$ cat src/rtl/sadc_pkg.sv
`timescale 1ns/1ps
package sadc_pkg;
    localparam int SADC_DATA_W = 10;
    localparam int SADC_CHAN_W = 4;
    localparam int SADC_LEN_W  = 5;
    localparam int SADC_MIN_CLKS = 10;
    localparam int SADC_MAX_CLKS = 16;

    typedef enum logic [2:0] {
        S_IDLE,
        S_SETUP,
        S_CLK_HIGH,
        S_CLK_LOW,
        S_WAIT_EOC,
        S_DONE
    } sadc_state_e;

    // Legal clock count for a request: continuous operation allows only
    // the short and the long count, toggled operation clamps to the range.
    function automatic logic [SADC_LEN_W-1:0] sadc_norm_len(
        input logic [SADC_LEN_W-1:0] req,
        input logic                  hold
    );
        if (hold)
            return (req > SADC_LEN_W'(SADC_MIN_CLKS)) ? SADC_LEN_W'(SADC_MAX_CLKS)
                                                       : SADC_LEN_W'(SADC_MIN_CLKS);
        if (req < SADC_LEN_W'(SADC_MIN_CLKS)) return SADC_LEN_W'(SADC_MIN_CLKS);
        if (req > SADC_LEN_W'(SADC_MAX_CLKS)) return SADC_LEN_W'(SADC_MAX_CLKS);
        return req;
    endfunction
endpackage

$ cat src/rtl/sadc_sync.sv
`timescale 1ns/1ps
module sadc_sync #(
    parameter int   STAGES  = 2,
    parameter logic RST_VAL = 1'b1
) (
    input  logic clk,
    input  logic rst_n,
    input  logic d,
    output logic q
);
    logic [STAGES-1:0] chain_q;

    always_ff @(posedge clk or negedge rst_n) begin
        if (!rst_n) chain_q <= {STAGES{RST_VAL}};
        else        chain_q <= {chain_q[STAGES-2:0], d};
    end

    assign q = chain_q[STAGES-1];
endmodule

$ cat src/rtl/sadc_phase_timer.sv
`timescale 1ns/1ps
module sadc_phase_timer #(
    parameter int DIV = 4
) (
    input  logic clk,
    input  logic rst_n,
    input  logic run,
    output logic tick
);
    localparam int W = (DIV > 1) ? $clog2(DIV) : 1;
    logic [W-1:0] cnt_q;

    assign tick = run && (cnt_q == W'(DIV - 1));

    always_ff @(posedge clk or negedge rst_n) begin
        if (!rst_n)            cnt_q <= '0;
        else if (!run || tick) cnt_q <= '0;
        else                   cnt_q <= cnt_q + 1'b1;
    end
endmodule

$ cat src/rtl/sadc_shift.sv
`timescale 1ns/1ps
module sadc_shift #(
    parameter int AW = 4,
    parameter int DW = 10
) (
    input  logic          clk,
    input  logic          rst_n,
    input  logic          load,
    input  logic [AW-1:0] chan,
    input  logic          fall,
    input  logic          sample,
    input  logic          sdata,
    output logic          addr_bit,
    output logic [DW-1:0] word
);
    logic [AW-1:0] addr_q;
    logic [DW-1:0] word_q;

    always_ff @(posedge clk or negedge rst_n) begin
        if (!rst_n) begin
            addr_q <= '0;
            word_q <= '0;
        end else if (load) begin
            addr_q <= chan;
            word_q <= '0;
        end else begin
            if (fall)   addr_q <= {addr_q[AW-2:0], 1'b0};
            if (sample) word_q <= {word_q[DW-2:0], sdata};
        end
    end

    assign addr_bit = addr_q[AW-1];
    assign word     = word_q;
endmodule

$ cat src/rtl/sadc_xfer_ctrl.sv
`timescale 1ns/1ps
module sadc_xfer_ctrl
    import sadc_pkg::*;
#(
    parameter int CLK_DIV     = 4,
    parameter int SLOW_BOUND  = 16,
    parameter int EOC_TIMEOUT = 1000,
    parameter int SYNC_STAGES = 2
) (
    input  logic                   clk,
    input  logic                   rst_n,
    input  logic                   start_i,
    input  logic [SADC_CHAN_W-1:0] chan_i,
    input  logic [SADC_LEN_W-1:0]  len_i,
    input  logic                   hold_cs_i,
    output logic                   busy_o,
    output logic                   cs_n_o,
    output logic                   ioclk_o,
    output logic                   addr_o,
    input  logic                   sdata_i,
    input  logic                   eoc_i,
    output logic                   res_valid_o,
    output logic [SADC_DATA_W-1:0] res_data_o,
    output logic [SADC_CHAN_W-1:0] res_chan_o,
    output logic                   res_stale_o,
    output logic                   timeout_o
);
    localparam int TO_W  = $clog2(EOC_TIMEOUT + 1);
    localparam int GAP_W = $clog2(SLOW_BOUND + 1) + 1;

    sadc_state_e state_q, state_d;

    logic                   tick, run, rise_p, fall_p, accept, to_hit, eoc_ok;
    logic                   eoc_s, low_seen_q, hold_q, first_q, cs_n_q, to_q;
    logic [SADC_LEN_W-1:0]  rise_cnt_q, len_q;
    logic [SADC_CHAN_W-1:0] cur_chan_q, prev_chan_q, res_chan_q;
    logic [SADC_DATA_W-1:0] word, res_data_q;
    logic                   res_stale_q;
    logic [TO_W-1:0]        to_cnt_q;

    sadc_sync #(.STAGES(SYNC_STAGES), .RST_VAL(1'b1)) u_eoc_sync (
        .clk(clk), .rst_n(rst_n), .d(eoc_i), .q(eoc_s)
    );

    assign run = (state_q == S_SETUP) || (state_q == S_CLK_HIGH) || (state_q == S_CLK_LOW);

    sadc_phase_timer #(.DIV(CLK_DIV)) u_timer (
        .clk(clk), .rst_n(rst_n), .run(run), .tick(tick)
    );

    assign accept = (state_q == S_IDLE) && start_i;
    assign rise_p = tick && ((state_q == S_SETUP) ||
                             ((state_q == S_CLK_LOW) && (rise_cnt_q != len_q)));
    assign fall_p = tick && (state_q == S_CLK_HIGH);
    assign to_hit = (state_q == S_WAIT_EOC) && (to_cnt_q == TO_W'(EOC_TIMEOUT - 1));
    assign eoc_ok = low_seen_q && eoc_s;

    sadc_shift #(.AW(SADC_CHAN_W), .DW(SADC_DATA_W)) u_shift (
        .clk(clk), .rst_n(rst_n), .load(accept), .chan(chan_i),
        .fall(fall_p), .sample(rise_p && (rise_cnt_q < SADC_LEN_W'(SADC_DATA_W))),
        .sdata(sdata_i), .addr_bit(addr_o), .word(word)
    );

    // Next-state logic
    always_comb begin
        state_d = state_q;
        unique case (state_q)
            S_IDLE:     if (start_i) state_d = S_SETUP;
            S_SETUP:    if (tick) state_d = S_CLK_HIGH;
            S_CLK_HIGH: if (tick) state_d = S_CLK_LOW;
            S_CLK_LOW:  if (tick) state_d = (rise_cnt_q == len_q) ? S_WAIT_EOC : S_CLK_HIGH;
            S_WAIT_EOC: if (eoc_ok || to_hit) state_d = S_DONE;
            S_DONE:     state_d = S_IDLE;
            default:    state_d = S_IDLE;
        endcase
    end

    // State register
    always_ff @(posedge clk or negedge rst_n) begin
        if (!rst_n) state_q <= S_IDLE;
        else        state_q <= state_d;
    end

    // Transaction and result registers
    always_ff @(posedge clk or negedge rst_n) begin
        if (!rst_n) begin
            cur_chan_q  <= '0;
            prev_chan_q <= '0;
            len_q       <= SADC_LEN_W'(SADC_MIN_CLKS);
            hold_q      <= 1'b0;
            cs_n_q      <= 1'b1;
            rise_cnt_q  <= '0;
            low_seen_q  <= 1'b0;
            to_cnt_q    <= '0;
            to_q        <= 1'b0;
            first_q     <= 1'b1;
            res_data_q  <= '0;
            res_chan_q  <= '0;
            res_stale_q <= 1'b0;
        end else begin
            if (accept) begin
                cur_chan_q <= chan_i;
                len_q      <= sadc_norm_len(len_i, hold_cs_i);
                hold_q     <= hold_cs_i;
                cs_n_q     <= 1'b0;
                rise_cnt_q <= '0;
                low_seen_q <= 1'b0;
                to_q       <= 1'b0;
            end
            if (rise_p) rise_cnt_q <= rise_cnt_q + 1'b1;
            if (!eoc_s && (state_q == S_CLK_HIGH || state_q == S_CLK_LOW ||
                           state_q == S_WAIT_EOC))
                low_seen_q <= 1'b1;
            to_cnt_q <= (state_q == S_WAIT_EOC) ? to_cnt_q + 1'b1 : '0;
            if (state_q == S_WAIT_EOC && (eoc_ok || to_hit)) begin
                res_data_q  <= word;
                res_chan_q  <= prev_chan_q;
                res_stale_q <= first_q;
                to_q        <= !eoc_ok;
            end
            if (state_q == S_DONE) begin
                prev_chan_q <= cur_chan_q;
                first_q     <= 1'b0;
                if (!hold_q) cs_n_q <= 1'b1;
            end
        end
    end

    // Outputs
    always_comb begin
        busy_o      = (state_q != S_IDLE);
        ioclk_o     = (state_q == S_CLK_HIGH);
        cs_n_o      = cs_n_q;
        res_valid_o = (state_q == S_DONE);
        res_data_o  = res_data_q;
        res_chan_o  = res_chan_q;
        res_stale_o = res_stale_q;
        timeout_o   = to_q;
    end

    // Checker counter: system clocks since the tenth falling edge
    logic [GAP_W-1:0] gap_q;
    always_ff @(posedge clk or negedge rst_n) begin
        if (!rst_n) gap_q <= '0;
        else if (fall_p && rise_cnt_q == SADC_LEN_W'(SADC_DATA_W)) gap_q <= '0;
        else if (state_q == S_CLK_LOW && rise_cnt_q == SADC_LEN_W'(SADC_DATA_W) &&
                 gap_q != {GAP_W{1'b1}}) gap_q <= gap_q + 1'b1;
    end

    a_r9_slow_gap: assert property (@(posedge clk) disable iff (!rst_n)
        (rise_p && rise_cnt_q == SADC_LEN_W'(SADC_DATA_W)) |-> (gap_q < GAP_W'(SLOW_BOUND)));

    a_r7_clock_needs_cs: assert property (@(posedge clk) disable iff (!rst_n)
        ioclk_o |-> !cs_n_o);

    a_r4_addr_steady_high: assert property (@(posedge clk) disable iff (!rst_n)
        (ioclk_o && $past(ioclk_o)) |-> $stable(addr_o));

    a_r3_edge_limit: assert property (@(posedge clk) disable iff (!rst_n)
        $rose(ioclk_o) |-> (rise_cnt_q <= len_q && len_q <= SADC_LEN_W'(SADC_MAX_CLKS)));

    a_r12_strobe_pulse: assert property (@(posedge clk) disable iff (!rst_n)
        res_valid_o |=> !res_valid_o);

    a_r2_chan_frozen: assert property (@(posedge clk) disable iff (!rst_n)
        busy_o |=> $stable(cur_chan_q));

    a_r8_eoc_high_at_strobe: assert property (@(posedge clk) disable iff (!rst_n)
        (res_valid_o && !timeout_o) |-> $past(eoc_s));
endmodule

$ cat config.mk
export PLATFORM = sky130hd
export DESIGN_NAME = sadc_xfer_ctrl
export DESIGN_NICKNAME = d
export VERILOG_FILES = /design/src/rtl/sadc_pkg.sv /design/src/rtl/sadc_sync.sv /design/src/rtl/sadc_phase_timer.sv /design/src/rtl/sadc_shift.sv /design/src/rtl/sadc_xfer_ctrl.sv
export SDC_FILE = /design/constraint.sdc
export NUM_CORES = 1
export LEC_CHECK = 0
export CORE_MARGIN = 2
export CORE_UTILIZATION = 45
export CTS_BUF_LIST = sky130_fd_sc_hd__clkbuf_8
export CTS_CLUSTER_SIZE = 10
export DETAILED_ROUTE_END_ITERATION = 8
export GPL_TIMING_DRIVEN = 0
export PLACE_DENSITY = 0.67
export SKIP_LAST_GASP = 1
export SYNTH_ARGS = -nofsm -noshare
export SYNTH_HDL_FRONTEND = slang
export SYNTH_SLANG_ARGS = --single-unit
export TNS_END_PERCENT = 1
$ cat constraint.sdc
create_clock -name clk -period 3.7 [get_ports clk]
set_input_delay 1.11 -clock clk [delete_from_list [all_inputs] [get_ports clk]]
set_output_delay 1.11 -clock clk [all_outputs]
set_load 0.005 [all_outputs]
Word level (Yosys, flattened, before mapping)
Cells that the tools add are included.
Cells by class
  add/subtract/negate cells: 3
  $lt $le $gt $ge: 4
  equality and inequality tests: 14
  multiplexer cells: 37
  reduce and logical (&&, ||, !) cells: 28
Operator list (number)
  $mux 5: 9
  $mux 10: 3
  $mux 3: 6
  $mux 1: 15
  $pmux 3 s5: 1
  $add 10x1->10 const B: 1
  $eq 10x10->1 const B: 1
  $logic_and 1x1->1: 10
  $lt 5x4->1 const B: 2
  $reduce_bool 2->1: 5
  $mux 4: 2
  $logic_or 1x1->1: 7
  $eq 3x2->1 const B: 2
  $eq 3x3->1 const B: 2
  $ne 2x2->1 const B: 3
  $add 5x1->5 const B: 1
  $eq 5x5->1: 1
  $gt 5x4->1 const B: 1
  $gt 5x5->1 const B: 1
  $ne 5x5->1: 1
  $reduce_and 5->1: 1
  $ne 2x1->1 const B: 2
  $eq 3x1->1 const B: 1
  $logic_not 1->1: 3
  other kinds (5): 5
Word-level totals
  register bits after elaboration: 69
  output and inout bits: 21

Logic depth before layout (Yosys ltp)
Gate-level depths: netlist of the first run.
  depth after elaboration: 11
  gate-level depth with buffers: 7
  mapped depth without buffers: 6

Modules after synthesis
A second synthesis of the first run with hierarchy kept.
Unflattened totals
  cells, all modules: 269
  area, all modules: 3051.7 µm²
By module, submodules not included
  sadc_xfer_ctrl: instances 1, cells an instance 213, area each 2324.7 µm², sequential area each 1281.2 µm²
  sadc_shift: instances 1, cells an instance 48, area each 583.1 µm², sequential area each 350.3 µm²
  sadc_phase_timer: instances 1, cells an instance 6, area each 91.3 µm², sequential area each 50.0 µm²
  sadc_sync: instances 1, cells an instance 2, area each 52.6 µm², sequential area each 52.6 µm²

Worst setup path before layout of the first run
Ideal clock, no wire load.
  kind: reg-to-output
  from: register state_q[1]
  to: output port res_valid_o
  arrival: 0.886 ns
  data required time: 2.590 ns
  slack: 1.704 ns
  stages on the path, launching flop included: 4
  buffers on the path: 1
  path through: dfrtp_1 > clkbuf_2 > nand3b_1 > inv_1
Between the ends
  longest elaborated chain between the ends: 1
RTL lines
  start, declared: line sadc_xfer_ctrl.sv:31  | sadc_state_e state_q, state_d;
  start signal, assigned: line sadc_xfer_ctrl.sv:81  | else state_q <= state_d;
  $eq 3x3->1: line sadc_xfer_ctrl.sv:134  | res_valid_o = (state_q == S_DONE);
  end, declared: line sadc_xfer_ctrl.sv:22  | output logic res_valid_o,
No other way between the ends.

Worst setup path after layout of the first run
Same ends and word-level chain as after synthesis.

==> metrics.cfg, run 1 <==
[outcome]
status=finished, final reports clean

[logic_synthesis]
synthAdderAreaFrac_pct=1.27
synth_cell_types=41
ys_async_sr_fraction_pct=100
synthXorXnorAreaFrac_pct=3.56
avgSynthCellArea_um2=10.9
synth.area.mux_share_pct=7.09
synth_top_family_by_area=simple AND/OR/NAND/NOR gates
synthCells=271
netlist_area_um2=2950
synth_compound_area_share_pct=9.04
yosys_warnings=0
synth-simple-area-share_pct=17.4
syn_nets=289
synth_seq_cells=69
seq_area_frac_synth_pct=58.8
synth_edf_count=0
synthFlopType=dfrtp_1

[worst_setup_path]
path_cells=clkbuf_2, nand3b_1, inv_1, clkdlybuf4s50_1
cp.required_ps=2590
critPathCaptureType=primary output
crit_end=res_valid_o
crit_cells=4
cpPeakStageDelay_ps=520
worstSetupPathType=reg -> out
critPathSlowestCell=clkdlybuf4s50_1
crit_path_max_fanout=9
r2r_start=to_cnt_q[0]
critPathArrivalTime_ps=1950
path_delay_family=buffers and inverters
worstPathBufferInverterCount=3
cp-start-kind=register
r2r_cells=7
crit_path_start=state_q[1]
ff2ff_setup_slack_ps=1630
r2r_end=res_chan_o[0]

[finish]
stdcell_area_um2=3620
stdcell_count=399
ff_latch_area_um2=1730
drive_above_1_share_pct=15.2
syn2layout_area_growth_pct=22.9
diodes=0
fill_cells=537
layout.nets=335
multi_input_area_um2=1130

[run]
max-cap-violations=0

[routing]
vias=2091
detail-route-antenna-nets=0
drc_errors=0
wl_um=5430
firstDrtPassIters=4
detail_route.iter0.violations=110
wire_per_inst_um=13.6
routed_via_density=5.24

[floorplanning]
die_w_um=85.0
io_pins=36
die_h_um=85.0
dieArea_um2=7220
start_util_pct=46.4
coreArea_um2=6350
fp-row-count=29

[clock_network]
cts_htree_levels=3
cts_setup_buffers=0
cts_tree=built
clock_latency_ps=340
clkTransAtPathRegs_ps=80
numCtsBuffers=9
cts_resized=0
numClockSinks=69
hold_buffers=0
clockBufferDepth=2
root_buffer=clkbuf_8

[sta]
hold-worst-slack_ps=361
setup_viol=0
maxSlewViolCount=0
max_freq_ghz=0.327
clock_skew_ps=7.29
finalCriticalPeriod_ps=3060
maxSlewHeadroom_pct=44.3
rsz0062_at_grt=no
hold_viol_final=0
fin_ws_ps=639
max_slew.worst_pin.slew_ps=836
timing.final.crit_share_pct=82.7

[power_and_ir_drop]
p_leak_nw=1.66
power.density_nw_per_um2=509
vdd_drop_max_mv=0.305

[global_route]
grt_overflow_total=0
grt_antenna_before_repair=0
grt_pass1_wl_um=9470
grt_usage_pct=16.6
grt_max_degree=70
grt_pass1_vias=2069

[placement]
port-buffer-count=35
pre_cts_ws_ps=999
place_congestion=0.771
dp.final_hpwl_um=3700
placed_area_um2=3390
dp.cells=383

[worst_hold_path]
hp-class=reg -> reg

[worst register-to-register path: stages, from the launching register on]
cell and delay, ps:
dfrtp_1 400, ha_1 270, nand4b_1 110, nor3_1 270, a21oi_1 150, nor2_4 220
buf_6 190, mux2_2 350
[Yosys cell counts (all sizes together), types with 2 or more instances]
master	instances	area share (%)
nand3b	2	0.51
xor2	10	3.0
and2	4	0.85
xnor2	2	0.59
a21o	3	0.76
nand3	13	2.2
mux2i	4	1.4
or3	3	0.64
clkbuf	4	0.55
mux2	15	5.7
nor4	2	0.93
a21oi	6	1.0
buf	7	1.6
dfstp	6	5.3
nor4b	2	0.59
nor3b	2	0.51
dfrtp	63	53
inv	5	0.64
a22o	2	0.59
nor2	15	2.2
o21ai	26	4.4
and3	3	0.64
ha	3	1.3
nand2	56	7.1
o211ai	2	0.51
[routing by layer]
layer / vias up / part of all wire (%) / GRT usage (%)
met2: 39 / 48 / 26.6
met4: 0 / 0.88 / 5.19
met3: 4 / 4.1 / 5.45
met5: - / 0 / 0
li1: 1022 / - / -
met1: 1026 / 47 / 21.6
[state kept, by name (all words and copies together) (netlist names), 3 cells and up]
name and flops:
cur_chan_q 4, to_cnt_q 10, prev_chan_q 4, res_data_o 10
rise_cnt_q 5, len_q 5, state_q 3, u_shift.word 10
res_chan_o 4, u_shift.addr_q 4
[power by group]
| part | total (W) | leakage [nW] | internal [W] | switching (W) |
|---|---|---|---|---|
| Combinational | 0.000261 | 0.641 | 0.000123 | 0.000138 |
| Clock | 0.000693 | 0.113 | 0.000403 | 0.000289 |
| Sequential | 0.000891 | 0.901 | 0.000839 | 0.0000529 |
| Total | 0.00184 | 1.66 | 0.00136 | 0.000480 |
[final cells by class]
class                   count  area share, %
inverters                   5          0.518
clock inverters             6           2.59
plain buffers              11           1.76
repair buffers             35           9.60
clock buffers              10           3.80
well taps                  77           2.66
multi-input cells         186           31.2
flip-flops and latches     69           47.8
[how the worst min path moves through the flow]
stage                          start                     to  slack (ps)  cells past startpoint
6_report       u_eoc_sync.chain_q[0]  u_eoc_sync.chain_q[1]         360                      0
5_1_grt        u_eoc_sync.chain_q[0]  u_eoc_sync.chain_q[1]         370                      0
4_1_cts        u_eoc_sync.chain_q[0]  u_eoc_sync.chain_q[1]         360                      0
3_5_place_dp   u_eoc_sync.chain_q[0]  u_eoc_sync.chain_q[1]         350                      0
3_3_place_gp   u_eoc_sync.chain_q[0]  u_eoc_sync.chain_q[1]         350                      0
2_1_floorplan  u_eoc_sync.chain_q[0]  u_eoc_sync.chain_q[1]         350                      0
[kinds of logic after synthesis]
logic type	count (synthesis)
and+or+nand+nor	107
AOI/OAI and AO/OA	45
adders and majority gates	3
muxes	19
xor gates and xnor gates	12
DFF	69
buffers and inverters	16
[layout by cell type (no fill, tap or decap), types with 6 or more instances in the layout]
cell type	netlist	layout
a21oi_1	6	6
clkbuf_8	0	10
nor2_1	13	13
dfstp_2	6	6
nand3_1	13	13
nand2_1	56	56
xor2_1	10	10
mux2_2	15	15
clkdlybuf4s50_1	0	34
dfrtp_1	63	63
o21ai_0	26	26
[metrics by stage]
step	utilization [%]	total power, W	TNS (ps)
after floorplan	-	0.00106	0
after global placement	53.5	0.00116	-50120
after detailed placement	53.4	0.00117	0
after CTS	57.1	0.00187	0
after global routing	57.1	0.00195	0
final	57.1	0.00184	0
(Power assumes the default switching activity.)
==> run 2: changes to the inputs <==
- clock period: 3.7 -> 3.15 ns (I/O delays scaled with it)
==> results of run 2 <==
Same layout as run 1 (identical final DEF). Status: finished, final reports clean.
Main changes from that run: setup slack after placement 999 ps -> 614 ps; setup slack after layout 639 ps -> 254 ps; register-to-register setup slack 1630 ps -> 1080 ps; total power 0.00184 W -> 0.00217 W; worst IR drop on VDD 0.305 mV -> 0.358 mV
==> run 3: changes to the inputs <==
- ABC_CLOCK_PERIOD_IN_PS: default -> 3150
==> results of run 3 <==
Same layout as run 1 (identical final DEF). Status: finished, final reports clean.
Main changes from that run: setup slack after placement 999 ps -> 614 ps; setup slack after layout 639 ps -> 254 ps; register-to-register setup slack 1630 ps -> 1080 ps; total power 0.00184 W -> 0.00217 W; worst IR drop on VDD 0.305 mV -> 0.358 mV
